<file path="config.mk">
export PLATFORM = sky130hd
export DESIGN_NAME = pci_target_fsm
export DESIGN_NICKNAME = d
export VERILOG_FILES = /design/src/rtl/pcit_pkg.sv /design/src/rtl/pcit_addr_latch.sv /design/src/rtl/pcit_fsm.sv /design/src/rtl/pcit_drive.sv /design/src/rtl/pci_target_fsm.sv
export SDC_FILE = /design/constraint.sdc
export NUM_CORES = 1
export LEC_CHECK = 0
export CAP_MARGIN = 20
export CORE_ASPECT_RATIO = 2
export CORE_MARGIN = 10
export CORE_UTILIZATION = 42
export CTS_CLUSTER_DIAMETER = 150
export DETAILED_ROUTE_END_ITERATION = 8
export PLACE_DENSITY_LB_ADDON = 0.3
export SLEW_MARGIN = 10
export SYNTH_ARGS = -nofsm -noshare
export SYNTH_HDL_FRONTEND = slang
export SYNTH_SLANG_ARGS = --single-unit
export TNS_END_PERCENT = 1
</file>
<file path="constraint.sdc">
create_clock -name clk -period 2 [get_ports clk]
set_clock_uncertainty 0.2 [all_clocks]
set_input_delay 0.3 -clock clk [delete_from_list [all_inputs] [get_ports clk]]
set_output_delay 0.3 -clock clk [all_outputs]
set_load 0.01 [all_outputs]
</file>
<file path="src/rtl/pcit_pkg.sv">
package pcit_pkg;

    localparam int CFG_IDX_W = 6;
    localparam int CMD_W     = 4;

    typedef enum logic [2:0] {
        ST_IDLE    = 3'd0,
        ST_CFG_CHK = 3'd1,
        ST_ADR_CMP = 3'd2,
        ST_READ    = 3'd3,
        ST_WRITE   = 3'd4,
        ST_TURN    = 3'd5,
        ST_BUSY    = 3'd6
    } pcit_state_e;

    localparam logic [CMD_W-1:0] CMD_MEM_RD = 4'b0110;
    localparam logic [CMD_W-1:0] CMD_MEM_WR = 4'b0111;
    localparam logic [CMD_W-1:0] CMD_CFG_RD = 4'b1010;
    localparam logic [CMD_W-1:0] CMD_CFG_WR = 4'b1011;

    // Decoded view of the captured address phase.
    typedef struct packed {
        logic cfg_hit;   // config command with type-0 address bits
        logic mem_hit;   // memory command inside the window
        logic is_write;  // write direction of a supported command
        logic is_cfg;    // config command class
    } pcit_dec_t;

    function automatic logic cmd_is_cfg(input logic [CMD_W-1:0] c);
        return (c == CMD_CFG_RD) || (c == CMD_CFG_WR);
    endfunction

    function automatic logic cmd_is_mem(input logic [CMD_W-1:0] c);
        return (c == CMD_MEM_RD) || (c == CMD_MEM_WR);
    endfunction

    // Bit 0 separates read from write for all four supported commands.
    function automatic logic cmd_is_write(input logic [CMD_W-1:0] c);
        return c[0];
    endfunction

    function automatic logic st_is_data(input pcit_state_e s);
        return (s == ST_READ) || (s == ST_WRITE);
    endfunction

endpackage

</file>
<file path="src/rtl/pcit_addr_latch.sv">
module pcit_addr_latch
    import pcit_pkg::*;
#(
    parameter int ADDR_W   = 32,
    parameter int WIN_LOG2 = 20,
    localparam int BASE_W  = ADDR_W - WIN_LOG2,
    localparam int WORD_W  = WIN_LOG2 - 2
) (
    input  logic                 clk,
    input  logic                 rst,
    input  logic                 load,
    input  logic [ADDR_W-1:0]    ad_in,
    input  logic [CMD_W-1:0]     cbe_n,
    input  logic [BASE_W-1:0]    bar_base,
    output pcit_dec_t            dec,
    output logic [CFG_IDX_W-1:0] cfg_index,
    output logic [WORD_W-1:0]    mem_word
);

    logic [ADDR_W-1:0] cap_ad;
    logic [CMD_W-1:0]  cap_cmd;

    // Address phase capture; held until the next address phase.
    always_ff @(posedge clk) begin
        if (rst) begin
            cap_ad  <= '0;
            cap_cmd <= '0;
        end else if (load) begin
            cap_ad  <= ad_in;
            cap_cmd <= cbe_n;
        end
    end

    logic type0;
    logic base_match;

    always_comb begin
        type0      = (cap_ad[1:0] == 2'b00);
        base_match = (cap_ad[ADDR_W-1:WIN_LOG2] == bar_base);
    end

    always_comb begin
        dec.is_cfg   = cmd_is_cfg(cap_cmd);
        dec.cfg_hit  = cmd_is_cfg(cap_cmd) && type0;
        dec.mem_hit  = cmd_is_mem(cap_cmd) && base_match;
        dec.is_write = cmd_is_write(cap_cmd);
    end

    assign cfg_index = cap_ad[CFG_IDX_W+1:2];
    assign mem_word  = cap_ad[WIN_LOG2-1:2];

endmodule

</file>
<file path="src/rtl/pcit_fsm.sv">
module pcit_fsm
    import pcit_pkg::*;
(
    input  logic        clk,
    input  logic        rst,
    input  logic        frame_n,
    input  logic        irdy_n,
    input  logic        idsel,
    input  logic        cfg_hit,
    input  logic        mem_hit,
    input  logic        is_write,
    output pcit_state_e state,
    output logic        load
);

    pcit_state_e nxt;
    pcit_state_e claim_st;

    always_comb begin
        claim_st = is_write ? ST_WRITE : ST_READ;
        load     = (state == ST_IDLE) && !frame_n;
    end

    always_comb begin
        nxt = state;
        unique case (state)
            ST_IDLE: begin
                if (!frame_n)
                    nxt = idsel ? ST_CFG_CHK : ST_ADR_CMP;
            end
            ST_CFG_CHK: nxt = cfg_hit ? claim_st : ST_BUSY;
            ST_ADR_CMP: nxt = mem_hit ? claim_st : ST_BUSY;
            ST_READ, ST_WRITE: begin
                if (!irdy_n && frame_n)
                    nxt = ST_TURN;
            end
            ST_TURN: nxt = ST_IDLE;
            ST_BUSY: begin
                if (frame_n && irdy_n)
                    nxt = ST_IDLE;
            end
            default: nxt = ST_IDLE;
        endcase
    end

    always_ff @(posedge clk) begin
        if (rst) state <= ST_IDLE;
        else     state <= nxt;
    end

endmodule

</file>
<file path="src/rtl/pcit_drive.sv">
module pcit_drive
    import pcit_pkg::*;
(
    input  pcit_state_e state,
    input  logic        irdy_n,
    input  logic        is_cfg,
    output logic        devsel_n,
    output logic        devsel_oe,
    output logic        trdy_n,
    output logic        trdy_oe,
    output logic        cfg_rd,
    output logic        cfg_wr,
    output logic        mem_rd,
    output logic        mem_wr
);

    logic claimed;
    logic driven;
    logic xfer;

    always_comb begin
        claimed   = st_is_data(state);
        driven    = claimed || (state == ST_TURN);
        xfer      = claimed && !irdy_n;

        devsel_n  = !claimed;
        trdy_n    = !claimed;
        devsel_oe = driven;
        trdy_oe   = driven;

        cfg_rd    = xfer && is_cfg  && (state == ST_READ);
        cfg_wr    = xfer && is_cfg  && (state == ST_WRITE);
        mem_rd    = xfer && !is_cfg && (state == ST_READ);
        mem_wr    = xfer && !is_cfg && (state == ST_WRITE);
    end

endmodule

</file>
<file path="src/rtl/pci_target_fsm.sv">
module pci_target_fsm
    import pcit_pkg::*;
#(
    parameter int ADDR_W   = 32,
    parameter int WIN_LOG2 = 20,
    localparam int BASE_W  = ADDR_W - WIN_LOG2,
    localparam int WORD_W  = WIN_LOG2 - 2
) (
    input  logic                 clk,
    input  logic                 rst,
    input  logic                 frame_n,
    input  logic                 irdy_n,
    input  logic                 idsel,
    input  logic [ADDR_W-1:0]    ad_in,
    input  logic [CMD_W-1:0]     cbe_n,
    input  logic [BASE_W-1:0]    bar_base,
    output logic                 devsel_n,
    output logic                 devsel_oe,
    output logic                 trdy_n,
    output logic                 trdy_oe,
    output logic                 cfg_rd,
    output logic                 cfg_wr,
    output logic [CFG_IDX_W-1:0] cfg_index,
    output logic                 mem_rd,
    output logic                 mem_wr,
    output logic [WORD_W-1:0]    mem_word
);

    pcit_dec_t   dec;
    pcit_state_e state;
    logic        load;

    pcit_addr_latch #(
        .ADDR_W   (ADDR_W),
        .WIN_LOG2 (WIN_LOG2)
    ) latch_i (
        .clk       (clk),
        .rst       (rst),
        .load      (load),
        .ad_in     (ad_in),
        .cbe_n     (cbe_n),
        .bar_base  (bar_base),
        .dec       (dec),
        .cfg_index (cfg_index),
        .mem_word  (mem_word)
    );

    pcit_fsm fsm_i (
        .clk      (clk),
        .rst      (rst),
        .frame_n  (frame_n),
        .irdy_n   (irdy_n),
        .idsel    (idsel),
        .cfg_hit  (dec.cfg_hit),
        .mem_hit  (dec.mem_hit),
        .is_write (dec.is_write),
        .state    (state),
        .load     (load)
    );

    pcit_drive drive_i (
        .state     (state),
        .irdy_n    (irdy_n),
        .is_cfg    (dec.is_cfg),
        .devsel_n  (devsel_n),
        .devsel_oe (devsel_oe),
        .trdy_n    (trdy_n),
        .trdy_oe   (trdy_oe),
        .cfg_rd    (cfg_rd),
        .cfg_wr    (cfg_wr),
        .mem_rd    (mem_rd),
        .mem_wr    (mem_wr)
    );

endmodule

</file>
==> results of run 1 <==
-- power groups by stage --
stage / logic (uW) / clock network, uW / registers, uW
6_report: 1570 / 503 / 1090
5_1_grt: 1740 / 548 / 1110
4_1_cts: 1610 / 524 / 1090
3_5_place_dp: 1640 / 0 / 1100
3_3_place_gp: 1620 / 0 / 1100
2_1_floorplan: 1120 / 0 / 1080
-- worst paths after layout --
path	endpoint	cells after the start
worst max register to register	fsm_i.state[0]	7
worst min-delay path	latch_i.cap_ad[13]	2
worst min register to register	latch_i.cap_ad[13]	2
worst max-delay path	mem_rd	5
-- layout by cell type, fill, tap and decap left out, types with 2 or more instances in the layout --
| master | n |
|---|---|
| sky130_fd_sc_hd__a21oi_1 | 37 |
| sky130_fd_sc_hd__a311o_2 | 2 |
| sky130_fd_sc_hd__a31oi_1 | 2 |
| sky130_fd_sc_hd__buf_2 | 2 |
| sky130_fd_sc_hd__buf_4 | 15 |
| sky130_fd_sc_hd__clkbuf_1 | 2 |
| sky130_fd_sc_hd__clkbuf_2 | 3 |
| sky130_fd_sc_hd__clkbuf_8 | 5 |
| sky130_fd_sc_hd__clkdlybuf4s50_1 | 76 |
| sky130_fd_sc_hd__dfxtp_1 | 38 |
| sky130_fd_sc_hd__dlygate4sd2_1 | 2 |
| sky130_fd_sc_hd__inv_1 | 3 |
| sky130_fd_sc_hd__nand2_1 | 80 |
| sky130_fd_sc_hd__nor2_1 | 5 |
| sky130_fd_sc_hd__nor3_1 | 6 |
| sky130_fd_sc_hd__nor3b_2 | 2 |
| sky130_fd_sc_hd__nor4_1 | 2 |
| sky130_fd_sc_hd__o21ai_0 | 5 |
| sky130_fd_sc_hd__xor2_1 | 12 |
-- per-stage QoR --
stage	power, uW	hold slack (ns)
after global routing	3394	0.2741
final	3159	0.2523
after CTS	3217	0.2577
after global placement	2714	0.2410
after detailed placement	2739	0.2472
after floorplan	2208	0.2360
-- sequential cells by signal, summed over array words and instances (netlist names) --
| register | flops |
|---|---|
| fsm_i.state | 3 |
| latch_i.cap_cmd | 4 |
| latch_i.cap_ad | 32 |
-- layer usage --
layer	part of all wire, %	wire length, um
met5	0	0
met4	2.0	105
met3	6.5	348
met2	55	2973
met1	36	1942
-- logic make-up (layout without fill, tap and decap cells) --
| group | Yosys count | after routing | share of synthesized area, % |
|---|---|---|---|
| and+or+nand+nor | 106 | 106 | 24.40 |
| buffers and inverters | 42 | 111 | 15.25 |
| AOI/OAI and AO/OA | 53 | 53 | 15.38 |
| xor gates and xnor gates | 12 | 12 | 5.337 |
| DFF | 39 | 39 | 39.64 |
-- worst max-delay path, stage by stage (launching register included) --
cell                              delay [ns]
sky130_fd_sc_hd__dfxtp_2                0.32
sky130_fd_sc_hd__buf_4                  0.16
sky130_fd_sc_hd__nor2b_2                0.12
sky130_fd_sc_hd__nand2_1                0.11
sky130_fd_sc_hd__nor3_1                 0.18
sky130_fd_sc_hd__clkdlybuf4s15_1        0.26
-- layout make-up --
cell class	count	share of cell area (%)
Clock buffer	7	2.740
Clock inverter	1	0.1797
Inverter	3	0.4043
Multi-Input combinational cell	171	32.17
Sequential cell	39	28.08
Tap cell	55	2.471
Timing Repair Buffer	100	33.96
-- repair_timing --
action,4_1_cts,5_1_grt
hold endpoints to repair,0,0
resized for setup,13,11
pin swaps,0,1
endpoints found under the setup margin,8,8
==> out/results.tsv, run 1 <==
stage	metric	value	unit
sta	headroom to the max-slew limit	75.83	%
logic_synthesis	most instantiated library cell after synthesis	sky130_fd_sc_hd__nand2_1	
logic_synthesis	count of flip-flops with a built-in enable after synthesis	0	
logic_synthesis	post-synth top area cell	sky130_fd_sc_hd__dfxtp_1	
placement	Post-DP HPWL	4318	um
sta	worst setup margin	0.06045	ns
clocking	CTS tree	built	
power_and_ir_drop	Clk network pwr share	15.9	%
clocking	clock edge transition at the registers on the reported setup and hold paths	0.07	ns
sta	hold violation count in the final report	0	
setup_path	critical-path maximum fanout	8	
route	DRC violations left	0	
power_and_ir_drop	Cell Int Power	1984	uW
logic_synthesis	distinct cell type count after synthesis	32	
clocking	hold buffer count at CTS	0	
floorplan	site row count	35	
global_route	largest net degree at the start of global routing	28	
setup_path	Crit. End Element	output port	
outcome	status	finished clean	
logic_synthesis	post-synthesis cell count	252	
route	vias per inst	4.827	
logic_synthesis	number of flip-flops and latches in the synthesized netlist	39	
global_route	global-route wire length before repair	8349	um
clocking	H-tree depth	2	
job	number of maximum-capacitance violations	0	
min_path	Worst Hold Launch	latch_i.cap_ad[13]	
cells_and_area	filler-free cell count of the finished design	376	
global_route	total gr overflow	0	
global_route	global-route usage over all layers	13.42	%
setup_path	data required time at the worst endpoint	1.50	ns
cells_and_area	fraction of layout instances using a drive strength above 1	12.15	%
sta	upper clock frequency limit	515.6	MHz
sta	final setup violation count	0	
cells_and_area	number of filler cells placed in the layout	455	
setup_path	type of the worst setup path	reg2out	
cells_and_area	Sequential Area	782.0	um^2
global_route	vias in the first global route	1834	
floorplan	width of the chip	68.42	um
floorplan	floorplan die height	116.8	um
sta	setup total negative slack	0	ns
cells_and_area	number of antenna cells inserted	0	
logic_synthesis	primary flip-flop cell chosen by synthesis mapping	sky130_fd_sc_hd__dfxtp_1	
sta	Slew Viols, Final	0	
floorplan	area of the die	7994	um^2
logic_synthesis	share of the yosys chip area belonging to registers	39.64	%
power_and_ir_drop	Leakage Power	0.001069	uW
power_and_ir_drop	Switching Fraction	37.21	%
placement	area post-placement	2723	um^2
global_route	layer with the highest usage	met2	
power_and_ir_drop	total power per unit cell area	1134	nW/um^2
sta	min Tclk post-route	1.940	ns
clocking	number of setup buffers added after CTS	0	
logic_synthesis	Area contributors post-synth	sky130_fd_sc_hd__dfxtp_1 (40%), sky130_fd_sc_hd__nand2_1 (15%), sky130_fd_sc_hd__buf_4 (10%), sky130_fd_sc_hd__a21oi_1 (9.4%), sky130_fd_sc_hd__xor2_1 (5.3%)	
power_and_ir_drop	Worst VDD drop	0.0007287	V
power_and_ir_drop	reported net switching power	1176	uW
cells_and_area	Layout area overhead	41.42	%
sta	period utilization	96.98	%
cells_and_area	post-route cell area	2785	um^2
route	number of detailed-route iterations in the first pass	4	
floorplan	floorplan core area	4598	um^2
sta	RSZ-0062 raised after global routing	true	
placement	placer's final routability congestion estimate	0.9213	
logic_synthesis	netlist area before placement	1969	um^2
clocking	master cell of the clock root buffer	sky130_fd_sc_hd__clkbuf_8	
logic_synthesis	YS warnings	0	
power_and_ir_drop	proportion of power drawn by flip-flops and latches	34.3	%
cells_and_area	Final Net Count	373	
clocking	count of clock tree sinks	39	
setup_path	Arrival @ worst endpoint	1.44	ns
sta	transition time at the pin with the least slew margin	0.3593	ns
setup_path	worst setup path startpoint	fsm_i.state[2]	
power_and_ir_drop	share of power burned in combinational logic	49.7	%
route	Detailed Route WL	5369	um
route	WL/cell	14.28	um
min_path	Hold WC Path Type	reg2reg	
placement	Buffers on Ports	84	
global_route	GR met1 Demand/Resource	12.54	%
clocking	CTS Buf Count	5	
logic_synthesis	Avg Inst Size Synth	7.815	um^2
clocking	number of buffers on the longest clock path	2	
setup_path	worst-case register-to-register setup slack	0.21	ns
cells_and_area	area of the multi-input gates	895.9	um^2
placement	Cell Count Post-Placement	368	
route	total via count after detailed routing	1815	
logic_synthesis	list of most frequent post-synthesis cells	sky130_fd_sc_hd__nand2_1 (80), sky130_fd_sc_hd__dfxtp_1 (39), sky130_fd_sc_hd__a21oi_1 (37), sky130_fd_sc_hd__buf_4 (27), sky130_fd_sc_hd__xor2_1 (12)	
logic_synthesis	number of nets in the synthesized netlist	305	
setup_path	reg-to-reg startpoint	fsm_i.state[1]	
route	number of violations reported at the end of detailed-routing iteration 0	68	
clocking	Skew-Pair Late Insertion Delay	0.28	ns
logic_synthesis	fraction of synthesized cell area taken by the top area cell type	39.64	%
route	Post-DRT Antenna Nets	0	
global_route	initial antenna violation count	0	
logic_synthesis	share of async-settable or async-resettable flops after synthesis	0	%
floorplan	Initial Util	42.83	%
global_route	met2 track utilization from global routing	25.73	%
floorplan	total I/O pin count	85	
cells_and_area	final core area utilization	60.57	%
placement	dpl ws	-0.1263	ns
setup_path	Critical Path Start Type	register	
global_route	global routing met3 resource utilization	3.432	%
Power figures use the tool's default switching activity.
==> inputs of run 2 (changes only) <==
- GPL_ROUTABILITY_DRIVEN: default -> 0
- SLEW_MARGIN: 10 -> default
==> run 2 against run 1 <==
Net effect: first-iteration DRC count is 5.9% lower; setup slack worse by 0.049 ns; count of clock-buffer cells in the layout is 2 lower; via count is 0.66% higher; fmax is 2.5% lower; utilization stayed put; final area stayed put; register-to-register slack hardly changed; critical endpoint is now trdy_n; highest routed layer unchanged.
==> out/results.tsv, run 2 (synthesized netlist as in run 1, its figures left out) <==
stage	metric	value	unit
power_and_ir_drop	Worst VDD drop	0.0007866	V
cells_and_area	most frequent cells in the layout	sky130_fd_sc_hd__nand2_1 (80), sky130_fd_sc_hd__clkdlybuf4s50_1 (76), sky130_fd_sc_hd__dfxtp_1 (38), sky130_fd_sc_hd__a21oi_1 (37), sky130_fd_sc_hd__buf_4 (14)	
clocking	number of buffers on the longest clock path	2	
route	total via count after detailed routing	1827	
route	WL/cell	14.33	um
route	number of violations reported at the end of detailed-routing iteration 0	64	
power_and_ir_drop	share of power burned in combinational logic	49.5	%
power_and_ir_drop	reported net switching power	1202	uW
route	vias per inst	4.872	
placement	Buffers on Ports	84	
global_route	initial antenna violation count	0	
clocking	clock edge transition at the registers on the reported setup and hold paths	0.07	ns
route	number of detailed-route iterations in the first pass	4	
sta	period utilization	99.45	%
sta	final-layout worst hold slack	0.2544	ns
sta	min Tclk post-route	1.989	ns
floorplan	total I/O pin count	85	
cells_and_area	Final Net Count	372	
global_route	global-route wire length before repair	8300	um
route	Post-DRT Antenna Nets	0	
power_and_ir_drop	Switching Fraction	37.73	%
sta	worst setup margin	0.01104	ns
cells_and_area	post-route cell area	2785	um^2
min_path	Hold WC Path Type	reg2reg	
cells_and_area	area of the multi-input gates	890.9	um^2
cells_and_area	number of antenna cells inserted	0	
placement	area post-placement	2715	um^2
cells_and_area	number of filler cells placed in the layout	424	
sta	upper clock frequency limit	502.8	MHz
power_and_ir_drop	total power per unit cell area	1144	nW/um^2
floorplan	area of the die	7994	um^2
setup_path	type of the worst setup path	reg2out	
setup_path	Crit. End Element	output port	
clocking	CTS Buf Count	5	
route	Detailed Route WL	5375	um
cells_and_area	Regs by FF count	latch_i.cap_ad x32, latch_i.cap_cmd x4, fsm_i.state x3	
global_route	total gr overflow	0	
outcome	status	finished clean	
route	DRC violations left	0	
sta	RSZ-0062 raised after global routing	true	
global_route	global-route usage over all layers	13.25	%
placement	Post-DP HPWL	4241	um
cells_and_area	fraction of layout instances using a drive strength above 1	12.50	%
setup_path	critical-path maximum fanout	4	
cells_and_area	Sequential Area	782.0	um^2
power_and_ir_drop	total power after layout	3186	uW
cells_and_area	max FFs per register	32	
power_and_ir_drop	Leakage Power	0.001057	uW
placement	dpl ws	-0.1097	ns
clocking	master cell of the clock root buffer	sky130_fd_sc_hd__clkbuf_8	
sta	hold violation count in the final report	0	
setup_path	data required time at the worst endpoint	1.50	ns
floorplan	site row count	35	
sta	final setup violation count	0	
floorplan	floorplan die height	116.8	um
floorplan	Initial Util	42.83	%
setup_path	Critical Path Start Type	register	
clocking	H-tree depth	2	
global_route	largest net degree at the start of global routing	26	
setup_path	Arrival @ worst endpoint	1.49	ns
cells_and_area	most common cell after layout, fill and taps aside	sky130_fd_sc_hd__nand2_1	
job	number of maximum-capacitance violations	0	
power_and_ir_drop	Clk network pwr share	16.5	%
setup_path	worst-case register-to-register setup slack	0.22	ns
clocking	count of clock tree sinks	39	
sta	headroom to the max-slew limit	76.48	%
floorplan	width of the chip	68.42	um
floorplan	floorplan core area	4598	um^2
power_and_ir_drop	proportion of power drawn by flip-flops and latches	34.1	%
power_and_ir_drop	Cell Int Power	1984	uW
sta	Slew Viols, Final	0	
global_route	vias in the first global route	1832	
clocking	CTS tree	built	
clocking	hold buffer count at CTS	0	
sta	transition time at the pin with the least slew margin	0.3496	ns
clocking	Skew-Pair Late Insertion Delay	0.29	ns
cells_and_area	Layout area overhead	41.42	%
cells_and_area	Top reg by flops	latch_i.cap_ad	
==> run 2: power by group through the flow <==
stage,logic [uW],registers [uW],clock network (uW)
2_1_floorplan,1120,1080,0
3_5_place_dp,1630,1100,0
5_1_grt,1730,1110,582
3_3_place_gp,1610,1090,0
4_1_cts,1610,1080,545
6_report,1580,1090,525
==> run 2: critical path: stages, from the launching register on <==
cell                            delay [ns]
sky130_fd_sc_hd__dfxtp_2              0.33
sky130_fd_sc_hd__inv_1                0.05
sky130_fd_sc_hd__or3_4                0.39
sky130_fd_sc_hd__and2_1               0.16
sky130_fd_sc_hd__dlygate4sd2_1        0.28
==> run 2: through the flow <==
stage | utilization, % | TNS, ns | cells
final | 60.57 | 0 | 375
after global routing | 60.57 | -0.1395 | 375
after CTS | 60.73 | -0.2460 | 375
after detailed placement | 59.05 | -0.4951 | 367
after global placement | 59.05 | -0.4340 | 367
after floorplan | - | 0 | 252
==> run 2: cell type report <==
| type | count | share of cell area, % |
|---|---|---|
| multi-input cells | 171 | 31.99 |
| well taps | 55 | 2.471 |
| clock buffers | 5 | 2.471 |
| flip-flops and latches | 39 | 28.08 |
| inverters | 3 | 0.4043 |
| repair buffers | 99 | 33.87 |
| clock inverters | 3 | 0.7188 |
==> run 2: path summary, 6_finish.rpt <==
check                             to                from  cells past startpoint
hold reg to reg   latch_i.cap_ad[13]  latch_i.cap_ad[13]                      2
setup / recovery              trdy_n      fsm_i.state[2]                      4
setup reg to reg      fsm_i.state[0]      fsm_i.state[1]                      7
hold / removal    latch_i.cap_ad[13]  latch_i.cap_ad[13]                      2
==> run 2: timing repair <==
item,CTS,global route
resized for setup,16,8
buffers inserted,0,0
endpoints found under the setup margin,8,6
==> run 2: per-layer routing <==
layer	global-route usage (%)	vias up	part of all wire [%]
met5	0	-	0
met1	12.65	824	37
met4	6.343	0	2.6
li1	-	937	-
met2	24.24	57	53
met3	3.908	9	7.6
